**src/rtl/hpb_pkg.sv**
```systemverilog
package hpb_pkg;

  typedef enum logic [1:0] {
    PK_16_32 = 2'b00,
    PK_16_48 = 2'b01,
    PK_32_48 = 2'b10,
    PK_RSVD  = 2'b11
  } pk_mode_e;

  typedef struct packed {
    logic     intio;
    logic     dma_en;
    logic     dir;
    pk_mode_e mode;
    logic     en;
  } ctrl_t;

  // slots written by the filling side before a group completes
  function automatic logic [1:0] fill_per_group(pk_mode_e mode, logic dir);
    if (dir) return (mode == PK_32_48) ? 2'd2 : 2'd1;
    return (mode == PK_16_48 || mode == PK_32_48) ? 2'd3 : 2'd2;
  endfunction

  // slots the draining side pops per completed group
  function automatic logic [1:0] drain_per_group(pk_mode_e mode, logic dir);
    if (!dir) return (mode == PK_32_48) ? 2'd2 : 2'd1;
    return (mode == PK_16_48 || mode == PK_32_48) ? 2'd3 : 2'd2;
  endfunction

endpackage

```
**src/rtl/hpb_ctrl.sv**
```systemverilog
module hpb_ctrl
  import hpb_pkg::*;
(
  input  logic       clk,
  input  logic       rst_n,
  input  logic       ctrl_wr,
  input  logic [6:0] ctrl_wdata,
  output logic [6:0] ctrl_rdata,
  output logic       ctrl_err,
  output logic       flush,
  output logic       cfg_en,
  output pk_mode_e   cfg_mode,
  output logic       cfg_dir,
  output logic       cfg_dma,
  output logic       cfg_intio
);

  ctrl_t cfg_q, cfg_d;
  logic  err_q, err_d;

  always_comb begin
    cfg_d = cfg_q;
    if (ctrl_wr) begin
      cfg_d.en     = ctrl_wdata[0] & ~ctrl_wdata[1];
      cfg_d.mode   = pk_mode_e'(ctrl_wdata[3:2]);
      cfg_d.dir    = ctrl_wdata[4];
      cfg_d.dma_en = ctrl_wdata[5];
      cfg_d.intio  = ctrl_wdata[6];
    end
    err_d = ctrl_wr & ctrl_wdata[0] & ctrl_wdata[1];
  end

  always_ff @(posedge clk or negedge rst_n) begin
    if (!rst_n) begin
      cfg_q <= '0;
      err_q <= 1'b0;
    end else begin
      if (ctrl_wr) cfg_q <= cfg_d;
      err_q <= err_d;
    end
  end

  assign flush      = ctrl_wr & ctrl_wdata[1];
  assign ctrl_err   = err_q;
  assign cfg_en     = cfg_q.en;
  assign cfg_mode   = cfg_q.mode;
  assign cfg_dir    = cfg_q.dir;
  assign cfg_dma    = cfg_q.dma_en;
  assign cfg_intio  = cfg_q.intio;
  assign ctrl_rdata = {cfg_q.intio, cfg_q.dma_en, cfg_q.dir, cfg_q.mode, 1'b0, cfg_q.en};


  en_flush_err_chk: assert property (@(posedge clk) disable iff (!rst_n)
    (ctrl_wr && ctrl_wdata[0] && ctrl_wdata[1]) |=> (ctrl_err && !cfg_en));

endmodule

```
**src/rtl/hpb_pack.sv**
```systemverilog
module hpb_pack
  import hpb_pkg::*;
#(
  parameter int NW = 16,
  parameter int HW = 32,
  parameter int CW = 48
) (
  input  logic          clk,
  input  logic          rst_n,
  input  logic          flush,
  input  logic          en,
  input  pk_mode_e      mode,
  input  logic          dir,
  input  logic          host_wr,
  input  logic [HW-1:0] host_wdata,
  output logic          host_wready,
  input  logic          host_rd,
  output logic [HW-1:0] host_rdata,
  output logic          host_rvalid,
  input  logic          core_wr,
  input  logic [CW-1:0] core_wdata,
  output logic          core_wready,
  input  logic          core_rd,
  output logic [CW-1:0] core_rdata,
  output logic          core_rvalid
);

  localparam int BW = 2 * CW;

  logic [BW-1:0] stg_q, stg_d;
  logic [1:0]    fill_q, fill_d, avail_q, avail_d, ridx_q, ridx_d, fill_nx;
  logic          wide, fill_rdy, fill_do, drain_do, stg_en;

  assign wide     = (mode == PK_32_48);
  assign fill_rdy = en && (avail_q == 2'd0);
  assign fill_do  = fill_rdy && (dir ? core_wr : host_wr);
  assign drain_do = (avail_q != 2'd0) && (dir ? host_rd : core_rd);
  assign fill_nx  = fill_q + 2'd1;
  assign stg_en   = fill_do && !flush;

  always_comb begin
    stg_d = stg_q;
    if (dir)       stg_d[int'(fill_q)*CW +: CW] = core_wdata;
    else if (wide) stg_d[int'(fill_q)*HW +: HW] = host_wdata;
    else           stg_d[int'(fill_q)*NW +: NW] = host_wdata[NW-1:0];
  end

  always_comb begin
    fill_d  = fill_q;
    avail_d = avail_q;
    ridx_d  = ridx_q;
    if (flush) begin
      fill_d  = 2'd0;
      avail_d = 2'd0;
      ridx_d  = 2'd0;
    end else if (fill_do) begin
      if (fill_nx == fill_per_group(mode, dir)) begin
        fill_d  = 2'd0;
        avail_d = drain_per_group(mode, dir);
        ridx_d  = 2'd0;
      end else begin
        fill_d = fill_nx;
      end
    end else if (drain_do) begin
      avail_d = avail_q - 2'd1;
      ridx_d  = ridx_q + 2'd1;
    end
  end

  always_ff @(posedge clk or negedge rst_n) begin
    if (!rst_n) begin
      stg_q   <= '0;
      fill_q  <= 2'd0;
      avail_q <= 2'd0;
      ridx_q  <= 2'd0;
    end else begin
      if (stg_en) stg_q <= stg_d;
      fill_q  <= fill_d;
      avail_q <= avail_d;
      ridx_q  <= ridx_d;
    end
  end

  assign host_wready = fill_rdy && !dir;
  assign core_wready = fill_rdy && dir;
  assign host_rvalid = dir && (avail_q != 2'd0);
  assign core_rvalid = !dir && (avail_q != 2'd0);

  always_comb begin
    if (wide) host_rdata = stg_q[int'(ridx_q)*HW +: HW];
    else      host_rdata = {{(HW-NW){1'b0}}, stg_q[int'(ridx_q)*NW +: NW]};
    if (mode == PK_16_48 || wide) core_rdata = stg_q[int'(ridx_q)*CW +: CW];
    else                          core_rdata = {{(CW-2*NW){1'b0}}, stg_q[2*NW-1:0]};
  end


  flush_empty_chk: assert property (@(posedge clk) disable iff (!rst_n)
    flush |=> (!host_rvalid && !core_rvalid && fill_q == 2'd0));


  no_refill_chk: assert property (@(posedge clk) disable iff (!rst_n)
    (avail_q != 2'd0 && !flush) |=> (avail_q <= $past(avail_q)));


  fill_bound_chk: assert property (@(posedge clk) disable iff (!rst_n)
    fill_q <= 2'd2);

endmodule

```
**src/rtl/hpb_irq.sv**
```systemverilog
module hpb_irq (
  input  logic clk,
  input  logic rst_n,
  input  logic en,
  input  logic dma,
  input  logic intio,
  input  logic dir,
  input  logic core_rvalid,
  input  logic core_wready,
  input  logic irq_mask,
  input  logic irq_clr,
  output logic irq_pend,
  output logic irq
);

  logic req, req_q, rise, pend_q, pend_d;

  assign req    = en && !dma && intio && (dir ? core_wready : core_rvalid);
  assign rise   = req && !req_q;
  assign pend_d = rise || (pend_q && !irq_clr);

  always_ff @(posedge clk or negedge rst_n) begin
    if (!rst_n) begin
      req_q  <= 1'b0;
      pend_q <= 1'b0;
    end else begin
      req_q  <= req;
      pend_q <= pend_d;
    end
  end

  assign irq_pend = pend_q;
  assign irq      = pend_q & irq_mask;


  set_on_rise_chk: assert property (@(posedge clk) disable iff (!rst_n)
    (req && !req_q) |=> irq_pend);


  clear_chk: assert property (@(posedge clk) disable iff (!rst_n)
    (irq_clr && !(req && !req_q)) |=> !irq_pend);

endmodule

```
**src/rtl/host_pack_buf.sv**
```systemverilog
module host_pack_buf
  import hpb_pkg::*;
#(
  parameter int NW = 16,
  parameter int HW = 32,
  parameter int CW = 48
) (
  input  logic          clk,
  input  logic          rst_n,
  input  logic          ctrl_wr,
  input  logic [6:0]    ctrl_wdata,
  output logic [6:0]    ctrl_rdata,
  output logic          ctrl_err,
  input  logic          host_wr,
  input  logic [HW-1:0] host_wdata,
  output logic          host_wready,
  input  logic          host_rd,
  output logic [HW-1:0] host_rdata,
  output logic          host_rvalid,
  input  logic          core_wr,
  input  logic [CW-1:0] core_wdata,
  output logic          core_wready,
  input  logic          core_rd,
  output logic [CW-1:0] core_rdata,
  output logic          core_rvalid,
  input  logic          irq_mask,
  input  logic          irq_clr,
  output logic          irq_pend,
  output logic          irq
);

  logic [1:0] rs_q;
  logic       srst_n, flush, en, dir, dma, intio;
  pk_mode_e   mode;

  always_ff @(posedge clk or negedge rst_n) begin
    if (!rst_n) rs_q <= 2'b00;
    else        rs_q <= {rs_q[0], 1'b1};
  end
  assign srst_n = rs_q[1];

  hpb_ctrl u_ctrl (
    .clk(clk), .rst_n(srst_n), .ctrl_wr(ctrl_wr), .ctrl_wdata(ctrl_wdata),
    .ctrl_rdata(ctrl_rdata), .ctrl_err(ctrl_err), .flush(flush),
    .cfg_en(en), .cfg_mode(mode), .cfg_dir(dir), .cfg_dma(dma), .cfg_intio(intio)
  );

  hpb_pack #(.NW(NW), .HW(HW), .CW(CW)) u_pack (
    .clk(clk), .rst_n(srst_n), .flush(flush), .en(en), .mode(mode), .dir(dir),
    .host_wr(host_wr), .host_wdata(host_wdata), .host_wready(host_wready),
    .host_rd(host_rd), .host_rdata(host_rdata), .host_rvalid(host_rvalid),
    .core_wr(core_wr), .core_wdata(core_wdata), .core_wready(core_wready),
    .core_rd(core_rd), .core_rdata(core_rdata), .core_rvalid(core_rvalid)
  );

  hpb_irq u_irq (
    .clk(clk), .rst_n(srst_n), .en(en), .dma(dma), .intio(intio), .dir(dir),
    .core_rvalid(core_rvalid), .core_wready(core_wready),
    .irq_mask(irq_mask), .irq_clr(irq_clr), .irq_pend(irq_pend), .irq(irq)
  );

endmodule

```
**config.mk**
```make
export PLATFORM = sky130hd
export DESIGN_NAME = host_pack_buf
export DESIGN_NICKNAME = d
export VERILOG_FILES = /design/src/rtl/hpb_pkg.sv /design/src/rtl/hpb_ctrl.sv /design/src/rtl/hpb_pack.sv /design/src/rtl/hpb_irq.sv /design/src/rtl/host_pack_buf.sv
export SDC_FILE = /design/constraint.sdc
export NUM_CORES = 1
export LEC_CHECK = 0
export BUFFER_PORTS_ARGS = -buffer_cell sky130_fd_sc_hd__buf_2
export CAP_MARGIN = 25
export CORE_MARGIN = 3
export CORE_UTILIZATION = 52
export CTS_BUF_LIST = sky130_fd_sc_hd__clkbuf_8
export CTS_CLUSTER_DIAMETER = 30
export CTS_CLUSTER_SIZE = 30
export DETAILED_ROUTE_END_ITERATION = 10
export PLACE_DENSITY_LB_ADDON = 0.2
export SLEW_MARGIN = 10
export SYNTH_ARGS = -nofsm -noshare
export SYNTH_HDL_FRONTEND = slang
export SYNTH_HIERARCHICAL = 1
export SYNTH_SLANG_ARGS = --single-unit
export TNS_END_PERCENT = 20
```
**constraint.sdc**
```tcl
create_clock -name clk -period 3 [get_ports clk]
set_input_delay 0.9 -clock clk [delete_from_list [all_inputs] [get_ports clk]]
set_output_delay 0.9 -clock clk [all_outputs]
set_load 0.05 [all_outputs]
```
After elaboration in Yosys (flattened, before gate mapping):

Cells that the tools add are included.

* bits in registers: 113
* latch bits: 0
* memory bits (writable): 0
* memory bits (read-only): 0
* input port bits: 96
* output and inout port bits: 94
* logic and storage cells: 101
* memories kept: 0

* add/sub/neg operators: 6
* multipliers: 2
* div/mod/pow operators: 0
* $lt $le $gt $ge: 0
* equal/unequal tests: 4
* shift-type cells: 9
* mux-type cells: 36
* bitwise gates (word level): 6
* reductions and logical operators: 25

Operators by type and width (number)
* $bwmux 96: 3
* $mux 96: 2
* $shift 16x33->96 const A: 1
* $shift 32x33->96 const A: 1
* $shift 48x33->96 const A: 1
* $shiftx 16x33->96: 1
* $shiftx 32x33->96: 1
* $shiftx 48x33->96: 1
* $shiftx 96x32->48: 1
* $shiftx 96x7->16: 1
* $shiftx 96x8->32: 1
* $mux 48: 1
* $mux 2: 18
* $neg 32->33: 1
* $neg 6->33: 1
* $neg 7->33: 1
* $mux 32: 1
* $logic_and 1x1->1: 13
* $mux 1: 11
* $mul 2x2->4 const B: 2
* $and 1x1->1: 5
* $logic_not 1->1: 5
* $add 2x1->2 const B: 2
* $reduce_bool 2->1: 2
* 10 further kinds: 11

Depth between registers and ports, before layout:

Gate-level depths: netlist of the first run.

* depth after elaboration: 16
* gate-level depth with buffers: 10
* gate-level depth less buffers: 6

Cells and area by module:

Netlist of the first run, hierarchy kept.

By module, submodules not included
* hpb_pack: times used 1, cells an instance 1062, area an instance 8450.6 um2, sequential area each 2552.4 um2
* hpb_ctrl: times used 1, cells an instance 26, area an instance 349.1 um2, sequential area each 175.2 um2
* hpb_irq: times used 1, cells an instance 8, area an instance 97.6 um2, sequential area each 50.0 um2
* host_pack_buf: times used 1, cells an instance 3, area an instance 53.8 um2, sequential area each 50.0 um2

Least setup slack after synthesis of the first run:

No wires, ideal clock.

* path type: reg2out
* start: register u_ctrl.cfg_q, in the netlist u_ctrl/cfg_mode[0]
* end: output port host_rdata[11]
* arrival time: 2694 ps
* data required time: 2100 ps
* slack: -594 ps
* stages on the path, launching flop included: 11
* buffers on the path: 4
* path through: dfrtp_1 > inv_1 > ha_1 > buf_2 > buf_4 > buf_2 > buf_2 > mux2i_1 > nor2_1 > a21oi_1 > o21ai_0

* cells in the longest elaborated chain, start to end: 2

RTL lines
* start, declared: line hpb_ctrl.sv:18 `ctrl_t cfg_q, cfg_d;`
* start signal, assigned: line hpb_ctrl.sv:38 `if (ctrl_wr) cfg_q <= cfg_d;`
* $eq 2x2->1: line hpb_pack.sv:34 `assign wide = (mode == PK_32_48);`
* $mux 32: line hpb_pack.sv:90 `if (wide) host_rdata = stg_q[int'(ridx_q)*HW +: HW];`
* end, declared: line host_pack_buf.sv:18 `output logic [HW-1:0] host_rdata,`

No other way between the ends.

Worst setup path after layout of the first run:

* start: register u_ctrl.cfg_q, in the netlist u_ctrl/cfg_mode[1]
* end: output port host_rdata[11]

Same word-level chain as after synthesis.

==> results of run 1 <==
## what timing repair did
action                                  4_1_cts  5_1_grt
setup buffers                                 8        6
hold buffers                                  0        0
cloned                                        1        0
endpoints found under the setup margin       56       64
pin swaps                                     0        1
resized for setup                            19       46
## Yosys cell counts (all sizes together), types with 3 or more instances
cell type,instances
nand2,161
dfrtp,113
nor2,112
o21ai,101
a21oi,72
mux2i,69
clkbuf,56
mux2,54
buf,52
a22o,32
a22oi,29
o22ai,27
and2,19
or3b,18
nand3,17
a21boi,16
a222oi,16
a31oi,16
nor2b,16
inv,11
o21a,10
ha,8
o2111ai,7
o22a,6
a211oi,5
nor3,5
nor3b,5
and3,4
nand2b,4
nand3b,4
nor4b,4
o221ai,3
## metrics by stage
stage          hold slack (ns)  setup slack, ns  area (sq um)
6_report                0.2224         0.002704         10950
5_1_grt                 0.2127         -0.06871         10950
4_1_cts                 0.2029         -0.05434         10790
3_5_place_dp            0.2319           0.2299         10230
3_3_place_gp            0.2282           0.2610         10230
2_1_floorplan           0.3311          -0.2955          8997
## how the worst max path moves through the flow
stage / end / slack (ns) / cells after the start
finish: host_rdata[11] / 0.003 / 8
global route: host_rdata[14] / -0.07 / 9
CTS: host_rdata[23] / -0.05 / 6
detailed placement: host_rdata[3] / 0.23 / 8
global placement: host_rdata[1] / 0.26 / 8
floorplan: host_rdata[0] / -0.30 / 9
## sequential cells by signal (all words and copies together) (netlist names)
register and cells:
u_ctrl/cfg_dir 1, u_ctrl/cfg_dma 1, u_irq/req_q 1, u_ctrl/ctrl_err 1, u_pack/avail_q 2, u_ctrl/cfg_en 1
rs_q 2, u_ctrl/cfg_mode 2, u_pack/stg_q 96, u_pack/ridx_q 2, u_pack/fill_q 2, u_irq/irq_pend 1
u_ctrl/cfg_intio 1
## cell usage in the layout, fill, tap and decap left out, drive strengths merged, types with 6 or more instances in the layout
cell / netlist / routed
o2111ai: 7 / 7
a21oi: 72 / 72
nand3: 17 / 17
a31oi: 16 / 16
a21boi: 16 / 16
o21a: 10 / 10
or3b: 18 / 18
ha: 8 / 8
a222oi: 16 / 16
buf: 52 / 253
and2: 19 / 19
mux2i: 69 / 69
a22oi: 29 / 29
mux2: 54 / 54
nor2: 112 / 112
clkbuf: 56 / 22
nand2: 161 / 161
inv: 11 / 14
a22o: 32 / 32
o22a: 6 / 6
dfrtp: 113 / 113
o22ai: 27 / 27
o21ai: 101 / 101
nor2b: 16 / 16
## logic make-up after synthesis
family,after synthesis,share of synthesized area
AND/OR/NAND/NOR,378,0.1995
AO/OA/AOI/OAI,354,0.2620
multiplexers,123,0.1476
buffers and inverters,120,0.06206
flip-flops,113,0.3159
adder cells (fa/ha/maj),8,0.01118
other,2,0.0008390
XOR/XNOR,1,0.0009787
## worst max-delay path, cell delays in order, from the launching register on
cell       delay, ns
dfrtp_1         0.43
ha_4            0.20
buf_12          0.14
bufbuf_16       0.27
mux2i_1         0.11
o22ai_1         0.16
nand2_1         0.08
o21ai_2         0.08
buf_6           0.18
## power breakdown
group	internal (uW)	total, uW	switching, uW
logic	2000	6070	4070
registers	1970	2730	768
clock network	779	1450	673
total	4750	10300	5510
## metal layers
layer	track usage	up-vias	part of all wire	routed length, um
met2	0.4801	638	0.41	13620
met4	0.09202	0	0.024	796
met3	0.1063	75	0.14	4699
li1	-	4312	-	-
met1	0.5338	4505	0.43	14440
met5	0	-	0	0
## cell type report
class,instances,area [sq um],share of cell area
clock buffer,19,261.5,0.02387
inverter,12,48.80,0.004455
tap,220,275.3,0.02513
sequential,113,2838,0.2591
multi-input combinational,866,5698,0.5202
timing repair buffer,257,1698,0.1550
clock inverter,13,135.1,0.01234
==> flow_metrics.tcl, run 1 <==
set metrics [dict create \
    grt_max_degree 73 \
    skew_ns 0.01143 \
    start_util 0.5360 \
    clkLatencyLatePin_ns 0.44 \
    seq_area_frac_synth 0.3159 \
    fillCellCount 1438 \
    fin_crit_sh 0.9991 \
    antenna_cells 0 \
    ys.flop_type "dfrtp_1" \
    startpoint "u_ctrl/cfg_mode[1]$_DFFE_PN0P_" \
    hold_class "flip-flop to asynchronous set/reset pin" \
    p_leak_uw 0.004710 \
    dp_hpwl_mm 24.09 \
    antenna_found_initial 0 \
    ys_seq_elements 113 \
    cts_tree "done" \
    critPathLaunchType "flip-flop" \
    rsz0062_at_grt "yes" \
    syn-cell-area_sq_um 8951 \
    syn-num-nets 1203 \
    cts.root.buffer_cell "clkbuf_8" \
    ctsLongestPathBuffers 2 \
    reg2reg_depth 7 \
    yosysUniqueCellTypes 69 \
    crit_type "flip-flop to output pin" \
    critPathMaxFanout 10 \
    die_h_um 137.2 \
    relSlewSlack 0.4511 \
    wl_mm 33.55 \
    cts_made_buffers 17 \
    dr_total_vias 9530 \
    syn2layout_area_growth_pct 22.38 \
    clkTransAtPathRegs_ns 0.08 \
    post_drt_wl_per_cell_um 22.37 \
    firstDrtPassIters 7 \
    gp_congestion 0.9803 \
    htreeDepth 4 \
    setup_tns_ns 0 \
    nets 1371 \
    viasPerCell 6.353 \
    synth-edff-count 0 \
    clock_sinks 113 \
    drv_cap 0 \
    track_usage 0.3504 \
    die_w_um 137.2 \
    utilization 0.6559 \
    drcViolationCount 0 \
    arrival_ns 2.10 \
    ff2ff_setup_slack_ns 0.26 \
    cp.required_ns 2.10 \
    io_buffers 188 \
    r2r_end "u_pack/stg_q[60]$_DFFE_PN0P_" \
    finalSetupViolCount 0 \
    grt_pass1_wl_mm 49.96 \
    yosysTopAreaCellShare 0.3159 \
    dp_cells 1453 \
    pin_count 190 \
    end_kind "output pin" \
    yosysWarnings 6 \
    fp.dieArea_sq_um 18820 \
    synth_top_area_cell "dfrtp_1" \
    stdcell_count 1500 \
    grt_pass1_vias 8309 \
    fin_crit_ns 2.997 \
    core_sq_um 16700 \
    fmax_ghz 0.3336 \
    syn_inst 1099 \
    status "finished clean" \
    powerDensity_nw_per_um2 936.5 \
    syn_area_per_cell_sq_um 8.145 \
    reg2reg_from "u_pack/fill_q[0]$_DFFE_PN0N_" \
    synthTopCellsByArea "dfrtp_1 (32%), mux2i_1 (7.6%), nand2_1 (6.8%), mux2_2 (5.8%), o21ai_0 (5.6%)" \
    grt_remaining_overflow 0 \
    finalHoldViolCount 0 \
    ant_nets 0 \
    tightest_slew_ns 0.8234 \
    rows 47 \
    postSynth.asyncResetShare 1.000 \
    p_total_uw 10260 \
    drive_gt1_frac 0.3172 \
    peakVddDrop_mv 0.7881 \
    initialDrtViolationCount 1395 \
    slew_viol_final 0 \
]
(Power assumes the default switching activity.)
==> inputs of run 2 (changes only) <==
Clock period 3 ns to 2.4 ns, I/O delays scaled along.
==> flow_metrics.tcl, run 2 (same netlist as run 1, synthesis figures left out) <==
set metrics [dict create \
    status "complete, but fails checks" \
    violations "negative setup slack" \
    end_kind "output pin" \
    post_drt_wl_per_cell_um 23.55 \
    cp.required_ns 1.68 \
    dp_hpwl_mm 25.40 \
    hold_class "input port to asynchronous set/reset pin" \
    tightest_slew_ns 0.5620 \
    powerDensity_nw_per_um2 1165 \
    die_h_um 137.2 \
    wl_mm 36.22 \
    start_util 0.5360 \
    relSlewSlack 0.6253 \
    grt_pass1_vias 8829 \
    peakVddDrop_mv 1.188 \
    syn2layout_area_growth_pct 35.49 \
    rows 47 \
    grt_max_degree 60 \
    path_cells "ha_4 -> buf_12 -> buf_16 -> nor2_4 -> a21oi_1 -> o21ai_1 -> buf_6" \
    cts.root.buffer_cell "clkbuf_8" \
    fin_crit_ns 2.816 \
    ff2ff_setup_slack_ns -0.03 \
    dr_total_vias 10088 \
    gp_congestion 0.9841 \
    drv_cap 0 \
    grt_remaining_overflow 0 \
    ctsLongestPathBuffers 2 \
    final_cell_mix "nand2_1 (151), dfrtp_1 (108), buf_2 (105), nor2_1 (105), buf_6 (85)" \
    htreeDepth 4 \
    antenna_found_initial 0 \
    viasPerCell 6.559 \
    skew_ns 0.01044 \
    crit_type "flip-flop to output pin" \
    r2r_end "u_pack/stg_q[56]$_DFFE_PN0P_" \
    clkLatencyLatePin_ns 0.45 \
    antenna_cells 0 \
    core_sq_um 16700 \
    die_w_um 137.2 \
    clock_sinks 113 \
    firstDrtPassIters 9 \
    fp.dieArea_sq_um 18820 \
    track_usage 0.3663 \
    share_comb_of_total_power 0.643 \
    io_buffers 188 \
    finalHoldViolCount 0 \
    arrival_ns 2.10 \
    cpPeakStageDelay_ns 0.44 \
    critPathMaxFanout 8 \
    nets 1412 \
    cts_made_buffers 17 \
    p_sw_frac 0.5202 \
    fin_ws_ns -0.4160 \
    critPathSlowestCell "dfrtp_2" \
    final_common_cell "nand2_1" \
    p_leak_uw 0.005132 \
    cts_tree "done" \
    reg2reg_depth 9 \
    power_frac_clock 0.115 \
    fin_crit_sh 1.173 \
    top_register "u_pack/stg_q" \
    critPathLaunchType "flip-flop" \
    worst_hold_slack_ns 0.04204 \
    drive_gt1_frac 0.3703 \
    drcViolationCount 0 \
    stdcell_count 1538 \
    rsz0062_at_grt "yes" \
    power.internal_uw 6779 \
    finalSetupViolCount 87 \
    grt_pass1_wl_mm 52.12 \
    dp_cells 1493 \
    initialDrtViolationCount 1627 \
    ant_nets 0 \
    clkTransAtPathRegs_ns 0.07 \
    slew_viol_final 0 \
    pin_count 190 \
    fmax_ghz 0.3551 \
    largest_reg_flops 96 \
    p_sw_uw 7349 \
    seqPwrFrac 0.242 \
    reg2reg_from "u_ctrl/cfg_mode[1]$_DFFE_PN0P_" \
]
==> run 2: how the worst max path moves through the flow <==
stage / from / end / cells past startpoint
after global placement: u_pack/fill_q[0]$_DFFE_PN0N_ / u_pack/ridx_q[0]$_DFFE_PN0P_ / 8
after detailed placement: u_pack/fill_q[0]$_DFFE_PN0N_ / u_pack/ridx_q[0]$_DFFE_PN0P_ / 8
after CTS: u_ctrl/cfg_mode[1]$_DFFE_PN0P_ / host_rdata[6] / 8
after global routing: u_ctrl/cfg_mode[1]$_DFFE_PN0P_ / host_rdata[5] / 8
after floorplan: u_ctrl/cfg_mode[0]$_DFFE_PN0P_ / host_rdata[10] / 9
final: u_ctrl/cfg_mode[1]$_DFFE_PN0P_ / core_rdata[31] / 7
==> run 2: metrics by stage <==
stage	setup WS [ns]	area (sq um)	util	power (uW)	setup TNS, ns
global placement	-0.05342	10650	0.6378	10570	-0.06688
CTS	-0.3588	11580	0.6933	13160	-21.17
global route	-0.4594	12130	0.7262	14710	-24.90
floorplan	-0.7384	9007	-	8352	-36.43
detailed placement	-0.06684	10650	0.6378	10650	-0.1161
finish	-0.4160	12130	0.7262	14130	-19.86
==> run 2: worst max-delay path, delay by kind of cell (launching register included) <==
| kind | cells | cell delay, ns |
|---|---|---|
| adders and majority gates | 1 | 0.41 |
| and+or+nand+nor | 1 | 0.03 |
| buffers and inverters | 3 | 0.45 |
| DFF | 1 | 0.44 |
| AOI/OAI and AO/OA | 2 | 0.31 |
==> run 2: power groups by stage <==
stage,clock network [uW],registers [uW],logic [uW]
floorplan,0,2930,5420
global placement,0,3320,7240
detailed placement,0,3340,7300
CTS,1630,3310,8210
global route,1720,3450,9550
finish,1630,3420,9080
==> run 2: repair_timing <==
item | CTS | global route
cloned | 2 | 2
setup buffers | 7 | 5
hold buffers | 0 | 0
setup endpoints to repair | 93 | 114
resized for setup | 179 | 150
pin swaps | 10 | 22
==> run 2: final cells by class <==
cell class              instances  area, sq um
clock inverters                10        75.07
repair buffers                298         2689
flip-flops and latches        113         2839
inverters                      12        45.04
fillers                      1249         4573
well taps                     220        275.3
multi-input cells             866         5943
clock buffers                  19        261.5
==> run 2: layer usage <==
layer | share of wire | track usage | up-vias
met5 | 0 | 0 | -
met4 | 0.026 | 0.08370 | 0
met3 | 0.14 | 0.1023 | 100
met2 | 0.43 | 0.5226 | 779
met1 | 0.40 | 0.5511 | 4813
li1 | - | - | 4396
